==> src/rtl/crate_if_pkg.sv <==
package crate_if_pkg;

  localparam int IO_SPAN  = 8;
  localparam int OFF_W    = $clog2(IO_SPAN);
  localparam int STA_W    = 5;
  localparam int SUB_W    = 4;
  localparam int FN_W     = 5;

  // status bit positions
  localparam int ST_Q   = 0;
  localparam int ST_X   = 1;
  localparam int ST_I   = 2;
  localparam int ST_LAM = 3;

  typedef enum logic [1:0] {
    FC_NONE  = 2'd0,
    FC_READ  = 2'd1,
    FC_WRITE = 2'd2
  } fclass_e;

  typedef struct packed {
    logic             hold;
    logic             lockout;
    logic [FN_W-1:0]  func;
    logic [SUB_W-1:0] sub;
    logic [STA_W-1:0] station;
  } cmd_t;

  function automatic fclass_e classify(input logic [FN_W-1:0] f);
    fclass_e c;
    case (f[FN_W-1:FN_W-2])
      2'b00:   c = FC_READ;
      2'b10:   c = FC_WRITE;
      default: c = FC_NONE;
    endcase
    return c;
  endfunction

endpackage

==> src/rtl/crate_addr_decode.sv <==
module crate_addr_decode
  import crate_if_pkg::*;
#(
  parameter int              ADDR_W   = 16,
  parameter int              WIN_BITS = 9,
  parameter logic [ADDR_W-1:0] WIN_BASE = 16'h3000,
  parameter int              IO_W     = 8,
  parameter logic [IO_W-1:0] IO_BASE  = 8'h08
) (
  input  logic [ADDR_W-1:0] addr,
  input  logic              mem_wr,
  output logic              win_wr,
  output logic              data_hit,
  output logic              irq_hit,
  output logic [OFF_W-1:0]  io_off
);

  logic [IO_W-1:0] io_addr;
  logic [IO_W-1:0] io_delta;
  logic            in_block;
  logic            win_hit;

  assign win_hit  = (addr[ADDR_W-1:WIN_BITS] == WIN_BASE[ADDR_W-1:WIN_BITS]);
  assign win_wr   = mem_wr && win_hit;

  assign io_addr  = addr[IO_W-1:0];
  assign io_delta = io_addr - IO_BASE;
  assign in_block = (io_addr >= IO_BASE) && (io_delta < IO_W'(IO_SPAN));
  assign io_off   = io_delta[OFF_W-1:0];

  // upper half of the port block belongs to the interrupt controller
  assign data_hit = in_block && !io_off[OFF_W-1];
  assign irq_hit  = in_block &&  io_off[OFF_W-1];

endmodule

==> src/rtl/crate_cmd_buffer.sv <==
module crate_cmd_buffer
  import crate_if_pkg::*;
#(
  parameter int WIN_BITS = 9
) (
  input  logic                clk,
  input  logic                rst_n,
  input  logic                win_wr,
  input  logic [WIN_BITS-1:0] win_off,
  input  logic [7:0]          wdata,
  input  logic                cmd_ready,
  input  logic                done_valid,
  output logic                cmd_valid,
  output cmd_t                cmd,
  output logic                busy,
  output fclass_e             fclass
);

  logic accept;
  logic unused_wdata;

  assign accept       = win_wr && !busy;
  assign unused_wdata = wdata[7];

  always_ff @(posedge clk) begin
    if (!rst_n) begin
      busy      <= 1'b0;
      cmd_valid <= 1'b0;
      cmd       <= '0;
    end else begin
      if (accept) begin
        busy        <= 1'b1;
        cmd_valid   <= 1'b1;
        cmd.station <= win_off[SUB_W +: STA_W];
        cmd.sub     <= win_off[SUB_W-1:0];
        cmd.func    <= wdata[FN_W-1:0];
        cmd.lockout <= wdata[FN_W];
        cmd.hold    <= wdata[FN_W+1];
      end else begin
        if (cmd_valid && cmd_ready) cmd_valid <= 1'b0;
        if (done_valid)             busy      <= 1'b0;
      end
    end
  end

  assign fclass = classify(cmd.func);

  // offered command is held steady until taken
  p_cmd_hold_r3: assert property (@(posedge clk) disable iff (!rst_n)
    (cmd_valid && !cmd_ready) |=> (cmd_valid && $stable(cmd)));

  // an offer only follows a window write
  p_start_after_window_r3: assert property (@(posedge clk) disable iff (!rst_n)
    $rose(cmd_valid) |-> $past(win_wr));

  // completion only while a cycle is in flight
  p_done_in_cycle_r8: assert property (@(posedge clk) disable iff (!rst_n)
    done_valid |-> busy);

  // an outstanding offer implies the block is busy
  p_valid_busy_r8: assert property (@(posedge clk) disable iff (!rst_n)
    cmd_valid |-> busy);

endmodule

==> src/rtl/crate_data_regs.sv <==
module crate_data_regs
  import crate_if_pkg::*;
#(
  parameter int DATA_W = 24,
  parameter int BYTE_W = 8
) (
  input  logic              clk,
  input  logic              rst_n,
  input  logic              wr_en,
  input  logic [OFF_W-1:0]  off,
  input  logic [BYTE_W-1:0] wbyte,
  input  logic              done_valid,
  input  logic              latch_read,
  input  logic [DATA_W-1:0] dw_rdata,
  input  logic              st_q,
  input  logic              st_x,
  input  logic              st_i,
  input  logic              st_lam,
  output logic [DATA_W-1:0] wreg,
  output logic [BYTE_W-1:0] rbyte
);

  localparam int NBYTES     = DATA_W / BYTE_W;
  localparam int STATUS_OFF = NBYTES;

  logic [DATA_W-1:0] rreg;
  logic [BYTE_W-1:0] status;
  logic [BYTE_W-1:0] lane [NBYTES];

  for (genvar g = 0; g < NBYTES; g++) begin : g_lane
    always_ff @(posedge clk) begin
      if (!rst_n)
        wreg[g*BYTE_W +: BYTE_W] <= '0;
      else if (wr_en && off == OFF_W'(g))
        wreg[g*BYTE_W +: BYTE_W] <= wbyte;
    end
    assign lane[g] = rreg[g*BYTE_W +: BYTE_W];
  end

  always_ff @(posedge clk) begin
    if (!rst_n)
      rreg <= '0;
    else if (done_valid && latch_read)
      rreg <= dw_rdata;
  end

  always_ff @(posedge clk) begin
    if (!rst_n) begin
      status <= '0;
    end else if (done_valid) begin
      status         <= '0;
      status[ST_Q]   <= st_q;
      status[ST_X]   <= st_x;
      status[ST_I]   <= st_i;
      status[ST_LAM] <= st_lam;
    end else if (wr_en && off == OFF_W'(STATUS_OFF)) begin
      status <= wbyte;
    end
  end

  always_comb begin
    rbyte = '0;
    for (int i = 0; i < NBYTES; i++)
      if (off == OFF_W'(i)) rbyte = lane[i];
    if (off == OFF_W'(STATUS_OFF)) rbyte = status;
  end

  // a completion leaves the upper status nibble clear
  p_status_high_clear_r6: assert property (@(posedge clk) disable iff (!rst_n)
    $past(done_valid) |-> (status[BYTE_W-1:4] == '0));

  // read register unchanged by completions outside the read class
  p_read_hold_r5: assert property (@(posedge clk) disable iff (!rst_n)
    $past(done_valid && !latch_read) |-> $stable(rreg));

endmodule

==> src/rtl/crate_cmd_port.sv <==
module crate_cmd_port
  import crate_if_pkg::*;
#(
  parameter int                ADDR_W   = 16,
  parameter int                WIN_BITS = 9,
  parameter logic [ADDR_W-1:0] WIN_BASE = 16'h3000,
  parameter logic [7:0]        IO_BASE  = 8'h08,
  parameter int                DATA_W   = 24
) (
  input  logic              clk,
  input  logic              rst_n,
  input  logic [ADDR_W-1:0] cpu_addr,
  input  logic [7:0]        cpu_wdata,
  input  logic              cpu_mem_wr,
  input  logic              cpu_io_wr,
  input  logic              cpu_io_rd,
  output logic [7:0]        cpu_rdata,
  output logic              cpu_wait,
  output logic              irq_sel,
  output logic [1:0]        irq_reg,
  output logic              cmd_valid,
  input  logic              cmd_ready,
  output logic [4:0]        cmd_station,
  output logic [3:0]        cmd_sub,
  output logic [4:0]        cmd_func,
  output logic              cmd_lockout,
  output logic              cmd_hold,
  output logic              cmd_is_read,
  output logic              cmd_is_write,
  output logic [DATA_W-1:0] cmd_wdata,
  input  logic              done_valid,
  input  logic [DATA_W-1:0] done_rdata,
  input  logic              done_q,
  input  logic              done_x,
  input  logic              done_i,
  input  logic              done_lam
);

  logic             win_wr;
  logic             data_hit;
  logic             irq_hit;
  logic [OFF_W-1:0] io_off;
  logic             busy;
  cmd_t             cmd;
  fclass_e          fclass;
  logic             data_access;
  logic [7:0]       rbyte;

  crate_addr_decode #(
    .ADDR_W(ADDR_W), .WIN_BITS(WIN_BITS), .WIN_BASE(WIN_BASE),
    .IO_W(8), .IO_BASE(IO_BASE)
  ) u_decode (
    .addr(cpu_addr), .mem_wr(cpu_mem_wr), .win_wr(win_wr),
    .data_hit(data_hit), .irq_hit(irq_hit), .io_off(io_off)
  );

  crate_cmd_buffer #(.WIN_BITS(WIN_BITS)) u_cmd (
    .clk(clk), .rst_n(rst_n), .win_wr(win_wr),
    .win_off(cpu_addr[WIN_BITS-1:0]), .wdata(cpu_wdata),
    .cmd_ready(cmd_ready), .done_valid(done_valid),
    .cmd_valid(cmd_valid), .cmd(cmd), .busy(busy), .fclass(fclass)
  );

  crate_data_regs #(.DATA_W(DATA_W), .BYTE_W(8)) u_regs (
    .clk(clk), .rst_n(rst_n),
    .wr_en(cpu_io_wr && data_hit && !busy), .off(io_off), .wbyte(cpu_wdata),
    .done_valid(done_valid), .latch_read(fclass == FC_READ),
    .dw_rdata(done_rdata), .st_q(done_q), .st_x(done_x),
    .st_i(done_i), .st_lam(done_lam),
    .wreg(cmd_wdata), .rbyte(rbyte)
  );

  assign data_access  = data_hit && (cpu_io_rd || cpu_io_wr);
  assign cpu_wait     = busy && (win_wr || data_access);
  assign cpu_rdata    = (cpu_io_rd && data_hit && !busy) ? rbyte : 8'h00;
  assign irq_sel      = irq_hit && (cpu_io_rd || cpu_io_wr);
  assign irq_reg      = io_off[1:0];

  assign cmd_station  = cmd.station;
  assign cmd_sub      = cmd.sub;
  assign cmd_func     = cmd.func;
  assign cmd_lockout  = cmd.lockout;
  assign cmd_hold     = cmd.hold;
  assign cmd_is_read  = (fclass == FC_READ);
  assign cmd_is_write = (fclass == FC_WRITE);

  // a write held off by WAIT does not touch the write data
  p_wait_freezes_wdata_r8: assert property (@(posedge clk) disable iff (!rst_n)
    (cpu_wait && cpu_io_wr) |=> $stable(cmd_wdata));

  // interrupt controller ports are never stalled
  p_irq_no_wait_r9: assert property (@(posedge clk) disable iff (!rst_n)
    irq_sel |-> !cpu_wait);

endmodule

==> config.mk <==
export PLATFORM = sky130hd
export DESIGN_NAME = crate_cmd_port
export DESIGN_NICKNAME = d
export VERILOG_FILES = /design/src/rtl/crate_if_pkg.sv /design/src/rtl/crate_addr_decode.sv /design/src/rtl/crate_cmd_buffer.sv /design/src/rtl/crate_data_regs.sv /design/src/rtl/crate_cmd_port.sv
export SDC_FILE = /design/constraint.sdc
export NUM_CORES = 1
export LEC_CHECK = 0
export CAP_MARGIN = 20
export CELL_PAD_IN_SITES_DETAIL_PLACEMENT = 1
export CELL_PAD_IN_SITES_GLOBAL_PLACEMENT = 1
export CORE_MARGIN = 2
export CORE_UTILIZATION = 37
export CTS_BUF_LIST = sky130_fd_sc_hd__clkbuf_4
export DETAILED_ROUTE_END_ITERATION = 10
export PLACE_DENSITY = 0.89
export SETUP_SLACK_MARGIN = 0.1
export SLEW_MARGIN = 10
export SYNTH_ARGS = -nofsm -noshare
export SYNTH_HDL_FRONTEND = slang
export SYNTH_SLANG_ARGS = --single-unit
==> constraint.sdc <==
create_clock -name clk -period 7.49 [get_ports clk]
set_input_delay 1.8725 -clock clk [delete_from_list [all_inputs] [get_ports clk]]
set_output_delay 1.8725 -clock clk [all_outputs]
set_load 0.005 [all_outputs]
# Yosys cells after proc, flatten, opt, wreduce, memory -nomap -nowiden
# Index checks and enable logic that the tools add are counted.
# Widths: inputs -> output; s select.
[word_totals] regBits=74 inputBits=59 output_inout_bits=55 wordCells=64
[classes] add_sub_neg=1 magnitude_cmp=2 n_eq_ne=7 mux=12 bitwise_logic=1 reduce_logical=28
[ops] cell="$mux 8" n=5
[ops] cell="$logic_and 1x1->1" n=18
[ops] cell="$ge 8x4->1 const B" n=1
[ops] cell="$lt 8x4->1 const B" n=1
[ops] cell="$mux 4" n=2
[ops] cell="$sub 8x4->8 const B" n=1
[ops] cell="$eq 7x5->1 const B" n=1
[ops] cell="$eq 3x2->1 const B" n=2
[ops] cell="$reduce_bool 2->1" n=3
[ops] cell="$eq 2x2->1 const B" n=2
[ops] cell="$mux 1" n=4
[ops] cell="$pmux 2 s2" n=1
[ops] cell="$eq 3x1->1 const B" n=1
[ops] cell="$logic_not 3->1" n=1
[ops] cell="$eq 2x1->1 const B" n=1
[ops] cell="$logic_not 1->1" n=2
[ops] cell="$logic_not 2->1" n=1
[ops] cell="$logic_or 1x1->1" n=2
[ops] cell="$reduce_or 2->1" n=1
[ops] cell="$not 1->1" n=1

# Longest topological paths before layout
# Gate-level depths: netlist of run 1.
[depth] ltp_word=9 depth_mapped=8 ltp_nobuf=6

# Hierarchy
# From an unflattened synthesis of run 1, not the netlist that was laid out.
[unflattened] hier_cells=367 area_unflattened_um2=3323.2
[modules_own_cells] module="crate_data_regs" instances=1 cells_per_inst=258 area_per_inst_um2=2381.0 seq_area_each_um2=1121.1
[modules_own_cells] module="crate_cmd_buffer" instances=1 cells_per_inst=79 area_per_inst_um2=738.2 seq_area_each_um2=360.3
[modules_own_cells] module="crate_cmd_port" instances=1 cells_per_inst=17 area_per_inst_um2=105.1 seq_area_each_um2=0.0
[modules_own_cells] module="crate_addr_decode" instances=1 cells_per_inst=13 area_per_inst_um2=98.8 seq_area_each_um2=0.0

# Worst setup path before layout of run 1
# Ideal clock, no wire load.
[synth_path] path_type="input to output" startpoint="in cpu_addr[3]" endpoint="out cpu_rdata[0]" t_arrival_ns=3.228 required_time_ns=5.617 setup_slack_ns=2.390 path_stages=7 n_path_buf=1 cell_sequence="inv_1 > ha_1 > and4bb_1 > buf_4 > nand2_2 > or4b_4 > nor2b_1"
[synth_via] elab_chain_len=7 elab_cells_between_ends=8 cone_classes="add/sub: 1; order compare: 2; mux: 1; reduce/logical: 4"
[synth_lines] element="start: declaration" line="crate_cmd_port.sv:12" text="input logic [ADDR_W-1:0] cpu_addr,"
[synth_lines] element="$sub 8x4->8" line="crate_addr_decode.sv:27" text="assign io_delta = io_addr - IO_BASE;"
[synth_lines] element="$lt 8x4->1" line="crate_addr_decode.sv:28" text="assign in_block = (io_addr >= IO_BASE) && (io_delta < IO_W'(IO_SPAN));"
[synth_lines] element="$logic_and 1x1->1 *" line="crate_addr_decode.sv:28"
[synth_lines] element="$logic_and 1x1->1 *" line="crate_addr_decode.sv:32" text="assign data_hit = in_block && !io_off[OFF_W-1];"
[synth_lines] element="$logic_and 1x1->1 * (2 in series)" line="crate_cmd_port.sv:75" text="assign cpu_rdata = (cpu_io_rd && data_hit && !busy) ? rbyte : 8'h00;"
[synth_lines] element="$mux 8 *" line="crate_cmd_port.sv:75"
[synth_lines] element="end: declaration" line="crate_cmd_port.sv:17" text="output logic [7:0] cpu_rdata,"
# Mark *: on every way between the ends. The rest lies on a longest branch, timed or not.

# Worst setup path in the final report of run 1
[layout_path] startpoint="in cpu_addr[3]" endpoint="out cpu_rdata[4]"
# The elaborated chain is that of the path after synthesis.

==> metrics.md, run 1 <==
| Metric | Value |
|---|---|
| Run status | complete, no violations |
| Number of synthesized flops with an enable pin | 0 |
| DR pass1 iterations | 4 |
| Worst EP arrival | about 4.4 ns |
| CP max-delay cell | or4b_4 |
| Largest cells by area after synthesis | dfxtp_1, mux2i_1, nor2b_1 |
| Fin crit share | 0.8375 |
| Remaining global-route overflow | 0 |
| Vias post-DR | 2,679 |
| DRT antenna net count | 0 |
| Minimum clock period | 6.273 ns |
| Worst hold-check path type | register to register |
| Share of the yosys chip area belonging to registers | 0.4577 |
| Final setup violation count | 0 |
| Flop2flop setup slack | about 5.7 ns |
| CTS tree | yes |
| Longest Clk Path Bufs | 2 |
| Avg Cell Area, Syn | between 10 and 15 um2 |
| CTS resizes | 0 |
| Max Cap Viol | 0 |
| Clock Skews | approximately 0.018 ns |
| Antenna violations before repair | 1 |
| GPL Wtd Cong | between 0.7 and 0.8 |
| Post-route setup TNS | 0 ns |
| Total power | 0.0008078 W |
| Layout cells sized above 1 | 0.08121 |
| Number of global-route vias before repair | 2,865 |
| Synth cell types | 32 |
| Power per Cell Area | between 150 and 200 nW/um2 |
| Rows | 34 |
| Setup crit end kind | output port |
| Synthesis-stage register bit count | 74 |
| Largest net degree at the start of global routing | between 70 and 80 |
| Asr flop ratio synth | 0 |
| Reg2Reg Launch Point | u_cmd.busy |
| Worst setup SP type | input port |
| Setup CP Type | input port to output port |
| Layout Nets | a little under 500 |
| Num CTS Buffers | 9 |
| Total detailed-routing wirelength | between 9 and 10 mm |
| Crit path top cell by count | clkdlybuf4s50_1 |
| Vias per Instance | just under 5 |
| Synth cell count leaders | dfxtp_1, nor2b_1, nand2_1 |
| Syn-to-layout area delta | 41.86% |
| Die W | 97.53 um |
| Critical Path Max Stage Delay | 0.60 ns |
| Synthesized area | between 3000 and 4000 um2 |
| Min-Delay Path Depth | 2 |
| Leakage power | about 1.8 nW |
| Pins Over Slew Limit | 0 |
| Worst path cell trace | clkdlybuf4s50_1 > inv_1 > ha_1 > and4bb_1 > nand2_2 > or4b_4 > nor2b_1 > clkdlybuf4s50_1 |
| Reg-to-reg endpoint | u_regs.status[2] |
| Clk Latency, worst-skew pair | about 0.4 ns |
| Worst EP required | roughly 5.6 ns |
| Syn. warnings | 0 |
| Syn_nets | ~380 |
| DP Wirelength | between 6 and 7 mm |
| Die height | 97.53 um |
| Slew headroom | 0.3117 |
| FF-to-FF path depth | 4 |
| Starting Density | 0.3767 |
| Post-synth top area share | 0.4577 |
| DR DRC count | 0 |
| Hold path startpoint | u_regs.rreg[8] |
| Gate Count Post-Synth | around 320 |
| Worst-path clk slew | ~0.11 ns |
| Hold-fix buffers, CTS | 0 |
| CTS sink cnt | 74 |
| Worst-path maximum fanout | 8 |
| Initial DRC count | 48 |
| Worst-margin pin slew | a little over 1 ns |
| Worst vdd ir | approximately 0.1 mV |
| Final Hold Vio Count | 0 |
| Worst min-delay path endpoint | u_regs.rreg[8] |
| Top_reg_cell synth | dfxtp_1 |
| Drt wl/cell | around 17 um |
| Leading area contributor after synthesis | dfxtp_1 |
| GRT Overall Usage | 0.1942 |
| Core area | between 8000 and 9000 um2 |
| I/O Pins | ~110 |
| Fmax | roughly 160 MHz |
| First-pass GRT wire length | between 10 and 15 mm |
| Cell with the most instances after synthesis | dfxtp_1 |
| Buffers on Ports | between 100 and 150 |
| RSZ-0062 raised after global routing | false |
| Root Driver | clkbuf_4 |
| Postcts setup bufs | 0 |
| Die ar. | 9512 um2 |
| H-tree Lvls | 3 |
## worst max path at each step
stage	from	end	slack, ns	depth (start not counted)
finish	cpu_addr[3]	cpu_rdata[4]	1.22	8
global route	cpu_addr[3]	cpu_rdata[6]	1.09	8
CTS	cpu_addr[3]	cpu_rdata[6]	1.19	8
detailed placement	cpu_addr[3]	cpu_rdata[6]	1.20	8
global placement	cpu_addr[3]	cpu_rdata[4]	1.27	8
floorplan	cpu_addr[3]	cpu_rdata[0]	2.39	7
## worst max-delay path, delay by kind of cell
family / cells / cell delay [ns]
fa+ha+maj: 1 / 0.26
simple gates: 4 / 1.18
buf+inv: 3 / 1.08
## through the flow
step / cell area (um2) / setup slack [ns] / std cells / util / hold slack (ns)
4_1_cts: 4589 / 1.188 / 539 / 0.5341 / 0.4749
3_5_place_dp: 4402 / 1.197 / 523 / 0.5122 / 0.4584
2_1_floorplan: 3237 / 2.390 / 321 / - / 0.4321
6_report: 4592 / 1.217 / 540 / 0.5344 / 0.4716
5_1_grt: 4592 / 1.095 / 540 / 0.5344 / 0.4999
3_3_place_gp: 4402 / 1.274 / 523 / 0.5122 / 0.4385
## logic make-up after synthesis
group | Yosys count | synth area share
AOI/OAI and AO/OA | 35 | 0.07731
DFF | 74 | 0.4577
buffers and inverters | 23 | 0.03556
adders and majority gates | 1 | 0.003865
xor gates and xnor gates | 1 | 0.005026
muxes | 52 | 0.1917
and+or+nand+nor | 135 | 0.2288
## registers in the layout, indices dropped and copies added (netlist names)
signal and cells:
u_cmd.busy 1, u_cmd.cmd 16, u_cmd.cmd_valid 1, u_regs.rreg 24
u_regs.status 8, u_regs.wreg 24
## placed cells by master, fill, tap and decap left out, types with 2 or more instances in the layout
master	instances
clkbuf_4	10
mux2i_1	44
bufinv_16	3
nor2b_1	53
o21ai_0	4
clkdlybuf4s50_1	112
nor4bb_1	2
o21a_1	2
nand2_1	50
nor2_1	12
dfxtp_1	74
inv_1	3
a21boi_0	21
nor3_1	5
a211oi_1	4
mux4_2	8
nand4_2	3
a21boi_1	3
## cell type report
cell class | instances | area [um2]
multi-input cells | 224 | 1640
diodes | 1 | 2.502
flip-flops and latches | 74 | 1481
inverters | 3 | 11.26
well taps | 108 | 135.1
clock inverters | 6 | 112.6
repair buffers | 114 | 1134
clock buffers | 10 | 75.07
fillers | 965 | 4001
## report_power, final
group / total (W) / internal [W] / leakage, nW / switching, W
clock: 0.000319 / 0.000174 / 0.101 / 0.000145
combinational: 0.0000816 / 0.0000484 / 1.10 / 0.0000332
sequential: 0.000408 / 0.000402 / 0.602 / 0.00000502
## layer usage
metal	track usage	up-vias	routed length [um]	part of all wire
met1	0.2326	1303	3879	0.43
met5	0	-	0	0
met2	0.3401	64	4599	0.51
met4	0.04915	0	108	0.012
li1	-	1302	-	-
met3	0.05827	10	485	0.053
Power figures use the tool's default switching activity.
==> inputs of run 2 (changes only) <==
--- a/config.mk
+++ b/config.mk
@@ -9,10 +9,10 @@
 export CELL_PAD_IN_SITES_DETAIL_PLACEMENT = 1
 export CELL_PAD_IN_SITES_GLOBAL_PLACEMENT = 1
 export CORE_MARGIN = 2
-export CORE_UTILIZATION = 37
+export CORE_UTILIZATION = 35
 export CTS_BUF_LIST = sky130_fd_sc_hd__clkbuf_4
 export DETAILED_ROUTE_END_ITERATION = 10
-export PLACE_DENSITY = 0.89
+export PLACE_DENSITY = 0.85
 export SETUP_SLACK_MARGIN = 0.1
 export SLEW_MARGIN = 10
 export SYNTH_ARGS = -nofsm -noshare
==> constraint.sdc (replaced) <==
create_clock -name clk -period 5.81 [get_ports clk]
set_input_delay 1.4525 -clock clk [delete_from_list [all_inputs] [get_ports clk]]
set_output_delay 1.4525 -clock clk [all_outputs]
set_load 0.005 [all_outputs]
==> run 2 against run 1 <==
Against the previous run:
- first-iteration DRC count rose by 65%
- worst hold slack got worse by 0.0027 ns
- clock skew increased by 0.0042 ns
- die area up 5.5%
- register-to-register slack worse by 1.7 ns
- non-clock buffer count up 1
- core utilization down 3.8 points
- count of clock-buffer cells in the layout shrank 1
- critical endpoint is now cpu_rdata[3]
- largest power group unchanged
==> metrics.md, run 2 (synthesis results as in run 1) <==
| Metric | Value |
|---|---|
| Clock Skews | ~0.022 ns |
| Crit path top cell by count | clkdlybuf4s50_1 |
| DR DRC count | 0 |
| Biggest regs | u_regs.rreg x24, u_regs.wreg x24, u_cmd.cmd x16 |
| DRT antenna net count | 0 |
| Family with the most delay on the worst path | simple AND/OR/NAND/NOR gates |
| Setup CP Type | input port to output port |
| Critical Path Max Stage Delay | 0.60 ns |
| Setup crit end kind | output port |
| Worst hold margin | approximately 0.47 ns |
| Hold path startpoint | u_regs.rreg[10] |
| Postcts setup bufs | 0 |
| Initial DRC count | between 70 and 80 |
| Worst-path clk slew | 0.11 ns |
| Reg-to-reg endpoint | u_regs.status[2] |
| Most frequent cells in the layout | clkdlybuf4s50_1, dfxtp_1, nor2b_1, nand2_1, mux2i_1 |
| Largest net degree at the start of global routing | between 70 and 80 |
| Worst min-delay path endpoint | u_regs.rreg[10] |
| Root Driver | clkbuf_4 |
| Slew headroom | 0.2808 |
| Buffers on Ports | between 100 and 150 |
| Worst EP required | ~4.4 ns |
| Most common cell after layout, fill and taps aside | clkdlybuf4s50_1 |
| Worst EP arrival | roughly 4 ns |
| GRT Overall Usage | 0.1834 |
| Pre-CTS WS | between 0.3 and 0.4 ns |
| Worst path cell trace | clkdlybuf4s50_1 > inv_1 > ha_1 > and4bb_1 > nand2_2 > or4b_4 > nor2b_1 > clkdlybuf4s50_1 |
| Core area | around 9000 um2 |
| I/O Pins | ~110 |
| First-pass GRT wire length | 14.28 mm |
| Leakage power | approximately 1.8 nW |
| Worst vdd ir | between 0.15 and 0.2 mV |
| Minimum clock period | roughly 5.5 ns |
| Layout fillers | 1,020 |
| Longest Clk Path Bufs | 2 |
| Rows | 35 |
| Final Hold Vio Count | 0 |
| Hold-fix buffers, CTS | 0 |
| Drt wl/cell | 16.75 um |
| Register Area | approximately 1500 um2 |
| Layout Nets | slightly below 500 |
| Min-Delay Path Depth | 2 |
| Fmax | 182.6 MHz |
| GPL Wtd Cong | 0.7800 |
| Syn-to-layout area delta | 39.78% |
| Worst-margin pin slew | 1.078 ns |
| Area of the multi-input gates | approximately 1600 um2 |
| Final WS setup | 0.3342 ns |
| Vias per Instance | about 4.9 |
| Pins Over Slew Limit | 0 |
| Num CTS Buffers | 9 |
| CP Buf/Inv Count | 3 |
| CTS sink cnt | 74 |
| FF-to-FF path depth | 4 |
| Starting Density | 0.3554 |
| CTS resizes | 0 |
| DR pass1 iterations | 4 |
| Power per Cell Area | 199.5 nW/um2 |
| Reg2Reg Launch Point | u_cmd.busy |
| Post-route setup TNS | 0 ns |
| CTS tree | yes |
| Remaining global-route overflow | 0 |
| Vias post-DR | about 2,700 |
| Die W | 100.2 um |
| Max Cap Viol | 0 |
| CP max-delay cell | or4b_4 |
| Number of global-route vias before repair | between 2,000 and 3,000 |
| Worst setup SP type | input port |
| Die ar. | 10,030 um2 |
| Layout cells sized above 1 | 0.08333 |
| RSZ-0062 raised after global routing | false |
| Fin crit share | 0.9425 |
| Worst hold-check path type | register to register |
| ANT cells | 0 |
| Antenna violations before repair | 0 |
| Flop2flop setup slack | around 4 ns |
| DP Wirelength | 6.922 mm |
| Clk Latency, worst-skew pair | 0.40 ns |
| Final setup violation count | 0 |
| Total detailed-routing wirelength | 9.094 mm |
| Run status | complete, no violations |
| Worst-path maximum fanout | 8 |
| Die height | 100.2 um |
| H-tree Lvls | 3 |
-- run 2: cell count changes in the layout (fill, tap and decap cells not counted) --
cell,delta
buf_4,+1
bufinv_16,-3
clkbuf_4,-1
clkinv_2,+3
clkinv_4,-1
clkinvlp_4,+2
diode_2,-1
-- run 2: tightest hold or removal path, delay by kind of cell (launching register included) --
family | cells | cell delay [ns]
AO/OA/AOI/OAI | 1 | 0.05
flip-flops | 1 | 0.33
AND/OR/NAND/NOR | 1 | 0.05
-- run 2: area by class of cell --
cell class | instances | area share
Clock buffer | 9 | 0.01493
Multi-Input combinational cell | 224 | 0.3626
Clock inverter | 7 | 0.009679
Timing Repair Buffer | 115 | 0.2522
Tap cell | 111 | 0.03070
Inverter | 3 | 0.002489
Sequential cell | 74 | 0.3274
-- run 2: per-stage QoR --
stage / util / cells / area, um2 / total power (W)
3_3_place_gp: 0.4845 / 527 / 4413 / 0.0006409
5_1_grt: 0.4967 / 543 / 4524 / 0.0009414
3_5_place_dp: 0.4845 / 527 / 4413 / 0.0006448
6_report: 0.4967 / 543 / 4524 / 0.0009028
4_1_cts: 0.4967 / 543 / 4524 / 0.0009139
2_1_floorplan: - / 321 / 3237 / 0.0005831
-- run 2: worst max path at each step --
stage	startpoint	endpoint	slack (ns)	depth (start not counted)
CTS	cpu_addr[3]	cpu_rdata[3]	0.31	8
floorplan	cpu_addr[3]	cpu_rdata[0]	1.55	7
global route	cpu_addr[3]	cpu_rdata[3]	0.19	8
finish	cpu_addr[3]	cpu_rdata[3]	0.33	8
global placement	cpu_addr[3]	cpu_rdata[4]	0.43	8
detailed placement	cpu_addr[3]	cpu_rdata[3]	0.31	8
-- run 2: per-layer routing --
layer,GRT usage,vias up,part of all wire
met5,0,-,0
met3,0.04318,8,0.052
met2,0.3242,59,0.51
met1,0.2230,1297,0.42
met4,0.05058,0,0.010
li1,-,1298,-
-- run 2: power by group --
part           switching [W]  total, W  leakage, nW  internal [W]
clock               0.000185  0.000271       0.0619     0.0000864
combinational      0.0000432  0.000106         1.10     0.0000628
sequential        0.00000673  0.000526        0.602      0.000519
